<file path="src/rtl/cfgrom_pkg.sv">
package cfgrom_pkg;
  typedef enum logic [1:0] {
    SEL_OFF  = 2'd0,
    SEL_WORD = 2'd1,
    SEL_BYTE = 2'd2,
    SEL_ID   = 2'd3
  } bus_sel_e;
endpackage

</file>
<file path="src/rtl/cfgrom_decode.sv">
module cfgrom_decode
  import cfgrom_pkg::*;
(
  input  logic     ce_n,
  input  logic     oe_n,
  input  logic     word_mode,
  input  logic     id_mode,
  output bus_sel_e sel
);
  always_comb begin
    if (ce_n || oe_n)   sel = SEL_OFF;
    else if (!word_mode) sel = SEL_BYTE;
    else if (id_mode)    sel = SEL_ID;
    else                 sel = SEL_WORD;
  end
endmodule

</file>
<file path="src/rtl/cfgrom_array.sv">
module cfgrom_array #(
  parameter int          AW   = 19,
  parameter int          DW   = 16,
  parameter logic [15:0] SEED = 16'h5A3C
) (
  input  logic [AW-1:0] addr,
  output logic [DW-1:0] word
);
  localparam int HI_W = AW - DW;
  logic [DW-1:0] hi_part;
  generate
    if (HI_W > 0) begin : g_fold
      assign hi_part = {addr[AW-1:DW], {(DW-HI_W){1'b0}}};
    end else begin : g_nofold
      assign hi_part = '0;
    end
  endgenerate
  assign word = addr[DW-1:0] ^ SEED[DW-1:0] ^ hi_part;
endmodule

</file>
<file path="src/rtl/cfgrom_lanes.sv">
module cfgrom_lanes
  import cfgrom_pkg::*;
#(
  parameter int         DW       = 16,
  parameter logic [7:0] MFR_CODE = 8'h20,
  parameter logic [7:0] DEV_CODE = 8'hB2
) (
  input  logic          clk,
  input  logic          rst_n,
  input  bus_sel_e      sel,
  input  logic [DW-1:0] word,
  input  logic          half_sel,
  input  logic          code_sel,
  output logic [DW-1:0] dq_out,
  output logic [DW-1:0] dq_oe
);
  localparam int LANES = DW / 8;
  logic [7:0] id_code;
  logic [7:0] byte_pick;
  assign id_code   = code_sel ? DEV_CODE : MFR_CODE;
  assign byte_pick = word[8*int'(half_sel) +: 8];

  for (genvar i = 0; i < LANES; i++) begin : g_lane
    logic [7:0] nxt_d;
    logic       nxt_e;
    always_comb begin
      nxt_d = 8'h00;
      nxt_e = 1'b0;
      unique case (sel)
        SEL_WORD: begin nxt_d = word[8*i +: 8]; nxt_e = 1'b1; end
        SEL_ID:   begin nxt_d = id_code;        nxt_e = 1'b1; end
        SEL_BYTE: if (i == 0) begin nxt_d = byte_pick; nxt_e = 1'b1; end
        default:  ;
      endcase
    end
    always_ff @(posedge clk) begin
      if (!rst_n) begin
        dq_out[8*i +: 8] <= 8'h00;
        dq_oe[8*i +: 8]  <= 8'h00;
      end else begin
        dq_out[8*i +: 8] <= nxt_d;
        dq_oe[8*i +: 8]  <= {8{nxt_e}};
      end
    end
  end
endmodule

</file>
<file path="src/rtl/cfgrom_dev.sv">
module cfgrom_dev
  import cfgrom_pkg::*;
#(
  parameter int          AW       = 19,
  parameter int          DW       = 16,
  parameter logic [15:0] SEED     = 16'h5A3C,
  parameter logic [7:0]  MFR_CODE = 8'h20,
  parameter logic [7:0]  DEV_CODE = 8'hB2
) (
  input  logic          clk,
  input  logic          rst_n,
  input  logic          ce_n,
  input  logic          oe_n,
  input  logic          word_mode,
  input  logic          id_mode,
  input  logic [AW-1:0] addr,
  input  logic          dq15_lsb_in,
  output logic [DW-1:0] dq_out,
  output logic [DW-1:0] dq_oe
);
  bus_sel_e      sel;
  logic [DW-1:0] word;

  cfgrom_decode u_decode (
    .ce_n(ce_n), .oe_n(oe_n), .word_mode(word_mode), .id_mode(id_mode), .sel(sel)
  );

  cfgrom_array #(.AW(AW), .DW(DW), .SEED(SEED)) u_array (
    .addr(addr), .word(word)
  );

  cfgrom_lanes #(.DW(DW), .MFR_CODE(MFR_CODE), .DEV_CODE(DEV_CODE)) u_lanes (
    .clk(clk), .rst_n(rst_n), .sel(sel), .word(word),
    .half_sel(dq15_lsb_in), .code_sel(addr[0]),
    .dq_out(dq_out), .dq_oe(dq_oe)
  );
endmodule

</file>
<file path="config.mk">
export PLATFORM = sky130hd
export DESIGN_NAME = cfgrom_dev
export DESIGN_NICKNAME = d
export VERILOG_FILES = /design/src/rtl/cfgrom_pkg.sv /design/src/rtl/cfgrom_decode.sv /design/src/rtl/cfgrom_array.sv /design/src/rtl/cfgrom_lanes.sv /design/src/rtl/cfgrom_dev.sv
export SDC_FILE = /design/constraint.sdc
export NUM_CORES = 1
export LEC_CHECK = 0
export ABC_AREA = 0
export BUFFER_PORTS_ARGS = -buffer_cell sky130_fd_sc_hd__buf_2
export CAP_MARGIN = 10
export CORE_MARGIN = 4
export CORE_UTILIZATION = 38
export DETAILED_ROUTE_END_ITERATION = 10
export PLACE_DENSITY_LB_ADDON = 0.25
export SYNTH_ARGS = -nofsm -noshare
export SYNTH_HDL_FRONTEND = slang
export SYNTH_HIERARCHICAL = 1
export SYNTH_SLANG_ARGS = --single-unit
</file>
<file path="constraint.sdc">
create_clock -name clk -period 0.9 [get_ports clk]
set_input_delay 0.09 -clock clk [delete_from_list [all_inputs] [get_ports clk]]
set_output_delay 0.09 -clock clk [all_outputs]
set_load 0.02 [all_outputs]
</file>
; ---- Yosys cells after proc, flatten, opt, wreduce, memory -nomap -nowiden
; Cells that the tools add are included.
[totals]
register_bits = 18
inputBits = 26
output_inout_bits = 32
word_cells = 21
[op_classes]
n_eq_ne = 3
n_shift = 1
muxes = 8
bitwise_logic = 2
reduce_logical = 3
[ops]
columns = op, n
row1 = 8-bit one-hot mux with 3 select lines, 1
row2 = 8-bit one-hot mux with 2 select lines, 1
row3 = 16-bit by 5-bit variable part select with 8-bit output, 1
row4 = 16-bit bitwise XOR, 1
row5 = 8-bit 2-to-1 mux, 1
row6 = 8-bit NOT, 1
row7 = 2-bit 2-to-1 mux, 3
row8 = 2-bit equality test (second input constant), 2
row9 = 3-bit OR reduction, 1
row10 = 2-bit by 1-bit equality test with 1-bit output (second input constant), 1
row11 = 1-bit 2-to-1 mux, 2
row12 = 2-bit OR reduction, 1
row13 = 1-bit logical OR, 1

; ---- Logic depth before layout (Yosys ltp)
; Gate-level depths: netlist of the first run.
[logic_depth]
word_depth = 6
ltp_mapped = 6
depth_no_buf = 4

; ---- Cells and area by module
; The synthesis of the first run kept the hierarchy.
[modules_own_cells]
columns = mod, n_inst, cells_per_inst, area_per_inst_um2, seq_area_each_um2
row1 = cfgrom_lanes, 1, 80, 815.8, 360.3
row2 = cfgrom_array, 1, 16, 97.6, 0.0
row3 = cfgrom_decode, 1, 3, 23.8, 0.0

; ---- Least setup slack after synthesis of the first run
; No wires, ideal clock.
[synth_path]
kind = input port to flip-flop
start = in oe_n
end = reg u_lanes.dq_out[0]
setup_ps = 126
arrival_time_ps = 859
required_time_ps = 774
path_slack_ps = -85
path_stages = 3
path_buffers = 0
path_cell_list = nor3b_1 > nand3b_1 > o22ai_1
[synth_via]
elab_chain_cells = 4
word_cells_on_any_way = 6
cone_classes = eq/ne (3) / mux (2) / reduce/logical (1)
[synth_rtl]
columns = item, line_no
row1 = start: declaration, cfgrom_dev.sv:13  ; input logic oe_n,
row2 = 1-bit logical OR *, cfgrom_decode.sv:11  ; if (ce_n || oe_n) sel = SEL_OFF;
row3 = 2-bit 2-to-1 mux *, cfgrom_decode.sv:11
row4 = 2-bit equality test / 2-bit by 1-bit equality test with 1-bit output (equally long branches), cfgrom_lanes.sv:29  ; unique case (sel)
row5 = 8-bit one-hot mux with 3 select lines *, cfgrom_lanes.sv:29
row6 = end signal: indexed assignment, cfgrom_lanes.sv:41  ; dq_out[8*i +: 8] <= nxt_d;
row7 = end: declaration, cfgrom_lanes.sv:14  ; output logic [DW-1:0] dq_out,
; Every way passes the cells marked *; elsewhere a longest branch is shown, timed or not.
; A chain may end at the register's enable or synchronous reset.

; ---- Final worst setup path of the first run
[layout_path]
start = reg, netlist name u_lanes/dq_oe[8]
end = out dq_oe[15]
[layout_rtl]
columns = item, line_no
row1 = end: declaration, cfgrom_dev.sv:19  ; output logic [DW-1:0] dq_oe
; No word-level cell between the ends.

==> out/results.ini, run 1 <==
[cts]
cts_buffer_depth = 2
cts_hold_buf = 0
cts_tree = built
clock_sinks = 18
path_clk_slew_ns = 0.09
cts_buffers = 3
htree_levels = 1
cts_setup_buffers = 0
cts-root-buf = clkbuf_4

[placed_design]
place_inst = 164
place_ws_ns = -0.186
port_buffers = 57
place_area_sq_um = 1100
dp_hpwl_mm = 1.55
routabilityCongestion = 0.765

[sta]
setup_viol = 15
hold_viol_final = 0
final_max_slew_viol_count = 0
rsz0062_at_grt = true
finalCritPeriodShare_pct = 102
hold_slack_ns = 0.0639
worst_slew_pin_slew_ns = 0.307
setup_slack_ns = -0.0157
fin_setup_tns_ns = -0.162
max_freq_ghz = 1.09
relSlewSlack_pct = 79.5
finalCriticalPeriod_ns = 0.916

[worst_setup_path]
cpPeakStageDelay_ns = 0.40
path_class = reg2out
crit_chain = buf_4
slowest_stage = dfxtp_4
critical-path-top-delay-family = flip-flops
crit_path_end_kind = primary output
crit_fanout = 8
required_ns = 0.81
start_kind = register
crit_arrival_ns = 0.83
critPathBufInv = 1

[routing]
routed_wl_mm = 1.97
ant_nets = 0
drtIter0Drc = 11
dr_total_vias = 754
wl_per_cell_microns = 11.8
vias_per_cell = 4.51
post-route-drc-count = 0
dr.pass1.iters = 2

[power]
power_mw = 1.55
ir_drop_uv = 664
pwr_density_cell_nw_per_um2 = 1320
leakage_nw = 0.636

[global_routing]
grt_usage_pct = 12.1
antenna_found_initial = 0
grt_pass1_vias = 726
gr-total-overflow = 0
grt_pass1_wl_mm = 3.14
grt_start_max_net_pins = 13

[finish]
multi_input_area_sq_um = 349
fin_nets = 167
final_cell_mix = buf_2, buf_4, dfxtp_1, mux2i_1, inv_1
n_antenna_cell = 0
layout_commonest_cell = buf_2
area_delta_synth_final_pct = 25.4
fill_cells = 233
drive_gt1_share_pct = 51.8
fin_area_sq_um = 1170
final-instance-count-excl-fill = 167
fin_util_pct = 51.6
regArea_sq_um = 368

[job]
cap_violations = 0

[hold_path]
holdCritPathClass = in2reg
min_from = addr[10]
hold_path_depth = 2
worstHoldEndpoint = u_lanes/dq_out[10]$_SDFF_PN0_

[die]
io_pins = 58
initial_core_util_pct = 41.2
dieArea_sq_um = 3320
dieWidth_microns = 57.7
core_area_sq_um = 2280
die_y_microns = 57.7
rows = 17

[logic_synthesis]
ys_warn_count = 6
synth_area_sq_um = 937
syn_nets = 125
ys_seq_area_share_pct = 38.5
synth_cell_type_count = 20
syn_avg_cell_area_sq_um = 9.47
syn_inst = 99
ys_ff_latch = 18

[status]
violations = setup timing
status = complete, but fails checks

routing by layer:
metal	wire length [microns]	up-vias	track usage, %	part of all wire, %
li1	-	390	-	-
met2	914	40	19.8	46
met3	245	2	3.12	12
met5	0	-	0	0
met4	10	0	5.96	0.51
met1	798	322	14.6	41
worst max path at each step:
stage	start	to	cells after the start
after floorplan	word_mode	u_lanes/dq_out[7]$_SDFF_PN0_	5
after global placement	word_mode	u_lanes/dq_out[2]$_SDFF_PN0_	5
after detailed placement	word_mode	u_lanes/dq_out[1]$_SDFF_PN0_	5
after CTS	u_lanes/dq_oe[0]$_SDFF_PN0_	dq_oe[4]	1
after global routing	u_lanes/dq_oe[8]$_SDFF_PN0_	dq_oe[13]	1
final	u_lanes/dq_oe[8]$_SDFF_PN0_	dq_oe[15]	1
synth_stat cells:
master | instances | area (sq um)
o22ai_1 | 7 | 43.8
dfxtp_1 | 18 | 360
nand3b_1 | 1 | 7.51
nor2_1 | 2 | 7.51
o21a_1 | 1 | 7.51
o211ai_1 | 1 | 7.51
nand2b_1 | 4 | 25.0
a211oi_2 | 1 | 12.5
a21oi_1 | 3 | 15.0
xor2_1 | 2 | 17.5
inv_1 | 9 | 33.8
o21ai_0 | 1 | 5.00
nand2_1 | 6 | 22.5
nor3b_2 | 2 | 25.0
xnor2_1 | 1 | 8.76
nor3b_1 | 3 | 22.5
buf_4 | 22 | 165
nand2_2 | 1 | 6.26
mux2i_1 | 11 | 110
buf_6 | 3 | 33.8
cell families after synthesis:
| logic type | after synthesis | synth area share (%) |
|---|---|---|
| muxes | 11 | 11.7 |
| xor gates and xnor gates | 3 | 2.80 |
| and+or+nand+nor | 19 | 12.4 |
| buffers and inverters | 34 | 24.8 |
| AOI/OAI and AO/OA | 14 | 9.75 |
| DFF | 18 | 38.5 |
final cells by class:
cell class	count	area share, %
Sequential cell	18	31.3
Tap cell	28	2.98
Inverter	9	2.88
Timing Repair Buffer	62	31.2
Multi-Input combinational cell	47	29.7
Clock buffer	3	1.92
state kept, by name (all words and copies together) (netlist names):
register        flops
u_lanes/dq_oe       2
u_lanes/dq_out     16
timing repair:
action | 4_1_cts | 5_1_grt
endpoints found under the setup margin | 16 | 16
pin swaps | 0 | 0
gates resized for setup | 21 | 0
power by group:
part / leakage [nW] / total [mW] / internal (mW) / switching, mW
clock network: 0.0138 / 0.377 / 0.155 / 0.222
logic: 0.475 / 0.349 / 0.162 / 0.186
registers: 0.148 / 0.829 / 0.817 / 0.0115
(Power assumes the default switching activity.)
==> inputs of run 2 (changes only) <==
--- a/config.mk
+++ b/config.mk
@@ -9,9 +9,11 @@
 export BUFFER_PORTS_ARGS = -buffer_cell sky130_fd_sc_hd__buf_2
 export CAP_MARGIN = 10
 export CORE_MARGIN = 4
-export CORE_UTILIZATION = 38
+export CORE_UTILIZATION = 42
 export DETAILED_ROUTE_END_ITERATION = 10
+export GPL_ROUTABILITY_DRIVEN = 0
 export PLACE_DENSITY_LB_ADDON = 0.25
+export SLEW_MARGIN = 20
 export SYNTH_ARGS = -nofsm -noshare
 export SYNTH_HDL_FRONTEND = slang
 export SYNTH_HIERARCHICAL = 1
==> constraint.sdc (replaced) <==
create_clock -name clk -period 1 [get_ports clk]
set_input_delay 0.1 -clock clk [delete_from_list [all_inputs] [get_ports clk]]
set_output_delay 0.1 -clock clk [all_outputs]
set_load 0.02 [all_outputs]
==> out/results.ini, run 2 (synthesis gave the netlist of run 1 again) <==
[finish]
drive_gt1_share_pct = 51.4  ; -0.37 points
area_delta_synth_final_pct = 21.5
top_regs = u_lanes/dq_out (16), u_lanes/dq_oe (2)
fin_nets = 167  ; unchanged
regArea_sq_um = 368  ; unchanged
fill_cells = 206  ; -12%
final_cell_mix = buf_2, dfxtp_1, mux2i_1, inv_1, o22ai_1
top_register = u_lanes/dq_out
n_antenna_cell = 0  ; unchanged
fin_util_pct = 55.8  ; +4.1 points
multi_input_area_sq_um = 344  ; -1.4%
fin_area_sq_um = 1140  ; -3.1%
largest_reg_flops = 16  ; unchanged
layout_commonest_cell = buf_2

[sta]
finalCritPeriodShare_pct = 92.6
hold_viol_final = 0  ; unchanged
worst_slew_pin_slew_ns = 0.301  ; -0.00655 ns
setup_viol = 0  ; -15
final_max_slew_viol_count = 0  ; unchanged
setup_slack_ns = 0.0737  ; +0.0895 ns
finalCriticalPeriod_ns = 0.926
rsz0062_at_grt = false
relSlewSlack_pct = 79.9  ; +0.44 points
max_freq_ghz = 1.08

[worst_setup_path]
crit_path_end_kind = primary output
critPathBufInv = 1  ; unchanged
start_kind = register
crit_fanout = 8  ; unchanged
crit_chain = buf_2
crit_arrival_ns = 0.83  ; about the same
timing.critical_path.from = u_lanes/dq_oe[8]$_SDFF_PN0_
slowest_stage = dfxtp_4
required_ns = 0.90  ; +0.09 ns
path_depth = 1  ; unchanged
path_class = reg2out
crit_end = dq_oe[15]
cpPeakStageDelay_ns = 0.38  ; -0.02 ns
critical-path-top-delay-family = flip-flops

[hold_path]
min_from = addr[6]
holdCritPathClass = in2reg

[global_routing]
grt_usage_pct = 12.4  ; +0.34 points
antenna_found_initial = 0  ; unchanged
grt_pass1_wl_mm = 3.08  ; -2.0%
gr-total-overflow = 0  ; unchanged
grt_start_max_net_pins = 14  ; +1
grt_pass1_vias = 742  ; +2.2%

[die]
core_area_sq_um = 2040  ; -10%
initial_core_util_pct = 45.9  ; +4.7 points
rows = 16  ; -1
io_pins = 58  ; unchanged
dieArea_sq_um = 3050  ; -8.2%
die_y_microns = 55.2  ; -4.2%
dieWidth_microns = 55.2  ; -4.2%

[routing]
routed-wl-met3_microns = 216  ; -12%
post-route-drc-count = 0  ; unchanged
dr_total_vias = 772  ; +2.4%
vias_per_cell = 4.62  ; +2.4%
ant_nets = 0  ; unchanged
routed_wl_mm = 1.92  ; -2.3%
wl_met2_microns = 928  ; +1.5%
top_layer = met4
wl_per_cell_microns = 11.5  ; -2.3%
drtIter0Drc = 11  ; unchanged
dr.pass1.iters = 3  ; +1
wl_met1_microns = 738  ; -7.5%

[power]
power_switching_mw = 0.385  ; -8.3%
combPwrFrac_pct = 20.2  ; -2.2 points
ir_drop_uv = 687  ; +3.4%
swShare_pct = 26.2  ; -0.86 points
p_seq_share_pct = 50.5  ; -2.8 points
clockPowerShare_pct = 29.3  ; +5.0 points
pwr_density_cell_nw_per_um2 = 1290  ; -2.3%
leakage_nw = 0.640  ; +0.60%
power_mw = 1.47  ; -5.3%
power.internal_mw = 1.09  ; -4.2%

[cts]
cts_buffer_depth = 2  ; unchanged
path_clk_slew_ns = 0.10  ; about the same
cts_tree = built
cts_buffers = 3  ; unchanged
cts-root-buf = clkbuf_4
htree_levels = 1  ; unchanged
clock_sinks = 18  ; unchanged

[job]
cap_violations = 0  ; unchanged

[placed_design]
dp_hpwl_mm = 1.57  ; +1.4%
port_buffers = 57  ; unchanged
place_ws_ns = -0.147  ; +0.0389 ns
place_area_sq_um = 1090  ; -0.57%

[status]
status = finished, final reports clean

-- run 2: cell count changes in the layout (fill, tap and decap cells not counted) --
cell and change:
buf_4 -15, buf_2 +16, buf_6 -1, nor3b_1 +1, clkbuf_8 +1, nor3b_2 -1
-- run 2: stage by stage --
step,TNS (ns),std cells,hold slack [ns]
finish,0,167,0.0759
global route,0,167,0.0666
CTS,0,167,0.0651
detailed placement,-1.28,163,0.380
global placement,-0.562,163,0.374
floorplan,0,99,0.284
-- run 2: power groups by stage --
stage	sequential (mW)	clock (mW)	combinational [mW]
after global placement	0.763	0	0.292
after global routing	0.748	0.480	0.322
final	0.744	0.431	0.297
after detailed placement	0.764	0	0.299
after CTS	0.748	0.453	0.299
after floorplan	0.794	0	0.204
-- run 2: per-layer routing --
| metal | up-vias | track usage (%) |
|---|---|---|
| met5 | - | 0 |
| met4 | 0 | 7.29 |
| met3 | 4 | 4.43 |
| met2 | 42 | 21.5 |
| met1 | 342 | 12.8 |
| li1 | 384 | - |
-- run 2: worst min path at each step --
stage / end / depth (start not counted)
final: u_lanes/dq_out[6]$_SDFF_PN0_ / 3
after CTS: u_lanes/dq_out[8]$_SDFF_PN0_ / 2
after global placement: u_lanes/dq_out[6]$_SDFF_PN0_ / 3
after detailed placement: u_lanes/dq_out[6]$_SDFF_PN0_ / 3
after floorplan: u_lanes/dq_out[12]$_SDFF_PN0_ / 2
after global routing: u_lanes/dq_out[6]$_SDFF_PN0_ / 3
-- run 2: what timing repair did --
action,in CTS,in global routing
resized for setup,2,2
hold buffers,0,0
buffers inserted,0,0
endpoints found under the setup margin,16,7
-- run 2: final cells by class --
cell class / instances / area share, %
well taps: 27 / 2.97
inverters: 9 / 2.97
clock buffers: 4 / 3.19
repair buffers: 62 / 28.4
multi-input cells: 47 / 30.2
flip-flops and latches: 18 / 32.3
==> inputs of run 3 (changes only) <==
--- a/config.mk
+++ b/config.mk
@@ -10,6 +10,7 @@
 export CAP_MARGIN = 10
 export CORE_MARGIN = 4
 export CORE_UTILIZATION = 42
+export CTS_BUF_LIST = sky130_fd_sc_hd__clkbuf_16
 export DETAILED_ROUTE_END_ITERATION = 10
 export GPL_ROUTABILITY_DRIVEN = 0
 export PLACE_DENSITY_LB_ADDON = 0.25
==> out/results.ini, run 3 (synthesis gave the netlist of run 1 again) <==
[sta]
finalCriticalPeriod_ns = 0.878  ; -0.0485 ns
final_max_slew_viol_count = 0  ; unchanged
setup_viol = 0  ; unchanged
rsz0062_at_grt = false
hold_viol_final = 0  ; unchanged
max_freq_ghz = 1.14  ; +5.5%
relSlewSlack_pct = 80.5  ; +0.61 points
finalCritPeriodShare_pct = 87.8  ; -4.9 points
worst_slew_pin_slew_ns = 0.291  ; -0.00918 ns
fin_setup_tns_ns = 0  ; unchanged

[die]
dieArea_sq_um = 3050  ; unchanged
dieWidth_microns = 55.2  ; unchanged
io_pins = 58  ; unchanged
initial_core_util_pct = 45.9  ; unchanged
die_y_microns = 55.2  ; unchanged
rows = 16  ; unchanged
core_area_sq_um = 2040  ; unchanged

[worst_setup_path]
slowest_stage = dfxtp_2
cpPeakStageDelay_ns = 0.36  ; -0.02 ns
critical-path-top-delay-family = flip-flops
crit_arrival_ns = 0.78  ; -0.05 ns
crit_path_end_kind = primary output
critPathBufInv = 1  ; unchanged
required_ns = 0.90  ; about the same
crit_fanout = 8  ; unchanged
start_kind = register
crit_chain = buf_2
path_class = reg2out

[global_routing]
grt_usage_pct = 12.9  ; +0.43 points
grt_pass1_wl_mm = 3.13  ; +1.6%
grt_pass1_vias = 739  ; -0.40%
gr-total-overflow = 0  ; unchanged
antenna_found_initial = 0  ; unchanged
grt_start_max_net_pins = 14  ; unchanged

[finish]
final_cell_mix = buf_2, dfxtp_1, mux2i_1, inv_1, o22ai_1
n_antenna_cell = 0  ; unchanged
final-instance-count-excl-fill = 167  ; unchanged
top_register = u_lanes/dq_out
top_regs = u_lanes/dq_out (16), u_lanes/dq_oe (2)
fin_area_sq_um = 1180  ; +3.3%
fin_nets = 167  ; unchanged
area_delta_synth_final_pct = 25.5
fin_util_pct = 57.6  ; +1.8 points
layout_commonest_cell = buf_2
largest_reg_flops = 16  ; unchanged
drive_gt1_share_pct = 50.7  ; -0.71 points

[placed_design]
port_buffers = 57  ; unchanged
place_inst = 163  ; unchanged
dp_hpwl_mm = 1.57  ; unchanged
place_area_sq_um = 1090  ; unchanged

[cts]
cts_setup_buffers = 0  ; unchanged
cts_tree = built
cts_buffer_depth = 2  ; unchanged
cts-root-buf = clkbuf_16
cts_hold_buf = 0  ; unchanged
cts_resized = 0  ; -2
clock_sinks = 18  ; unchanged
cts_buffers = 3  ; unchanged
path_clk_slew_ns = 0.05  ; -0.05 ns
htree_levels = 1  ; unchanged

[routing]
dr_total_vias = 771  ; -0.13%
vias_per_cell = 4.62  ; -0.13%
wl_per_cell_microns = 11.8  ; +2.2%
drtIter0Drc = 7  ; -4
dr.pass1.iters = 4  ; +1
post-route-drc-count = 0  ; unchanged
ant_nets = 0  ; unchanged
routed_wl_mm = 1.97  ; +2.2%

[hold_path]
holdCritPathClass = in2reg

[status]
status = finished, final reports clean

[job]
cap_violations = 0  ; unchanged

[power]
ir_drop_uv = 804  ; +17%
power_mw = 1.82  ; +24%
pwr_density_cell_nw_per_um2 = 1550  ; +20%
leakage_nw = 0.657  ; +2.6%

-- run 3: cell types whose count changed in the layout (fill, tap and decap cells not counted) --
| cell | delta |
|---|---|
| clkbuf_16 | +3 |
| clkbuf_4 | -3 |
| clkbuf_8 | -1 |
| clkinv_1 | +1 |
| dfxtp_2 | +2 |
| dfxtp_4 | -2 |
-- run 3: final cells by class --
class                      count  area, sq um
clock buffer                   3         75.1
clock inverter                 1         3.75
fill                         203          866
inverter                       9         33.8
multi-input combinational     47          344
sequential                    18          363
tap                           27         33.8
timing repair buffer          62          323
-- run 3: through the flow --
step	hold WS [ns]	setup WS, ns
after global routing	0.131	0.00553
final	0.126	0.122
after floorplan	0.284	0.00492
after global placement	0.374	-0.0789
after CTS	0.123	0.0465
after detailed placement	0.380	-0.147
-- run 3: path summary, 6_finish.rpt --
kind	from	end	slack, ns	depth (start not counted)
worst max-delay path	u_lanes/dq_oe[8]$_SDFF_PN0_	dq_oe[15]	0.12	1
worst min-delay path	addr[10]	u_lanes/dq_out[10]$_SDFF_PN0_	0.13	2
-- run 3: layer usage --
layer  vias up  share of wire [%]  global-route usage (%)
met3         2                 11                    5.13
met1       341                 39                    13.2
met5         -                  0                       0
met2        42                 49                    21.5
met4         0                1.4                    8.33
li1        386                  -                       -
-- run 3: power by group --
group	total, mW	internal, mW	leakage [nW]	switching [mW]
combinational	0.298	0.130	0.471	0.168
sequential	0.750	0.741	0.147	0.00860
clock	0.777	0.530	0.0385	0.247
total	1.82	1.40	0.657	0.423
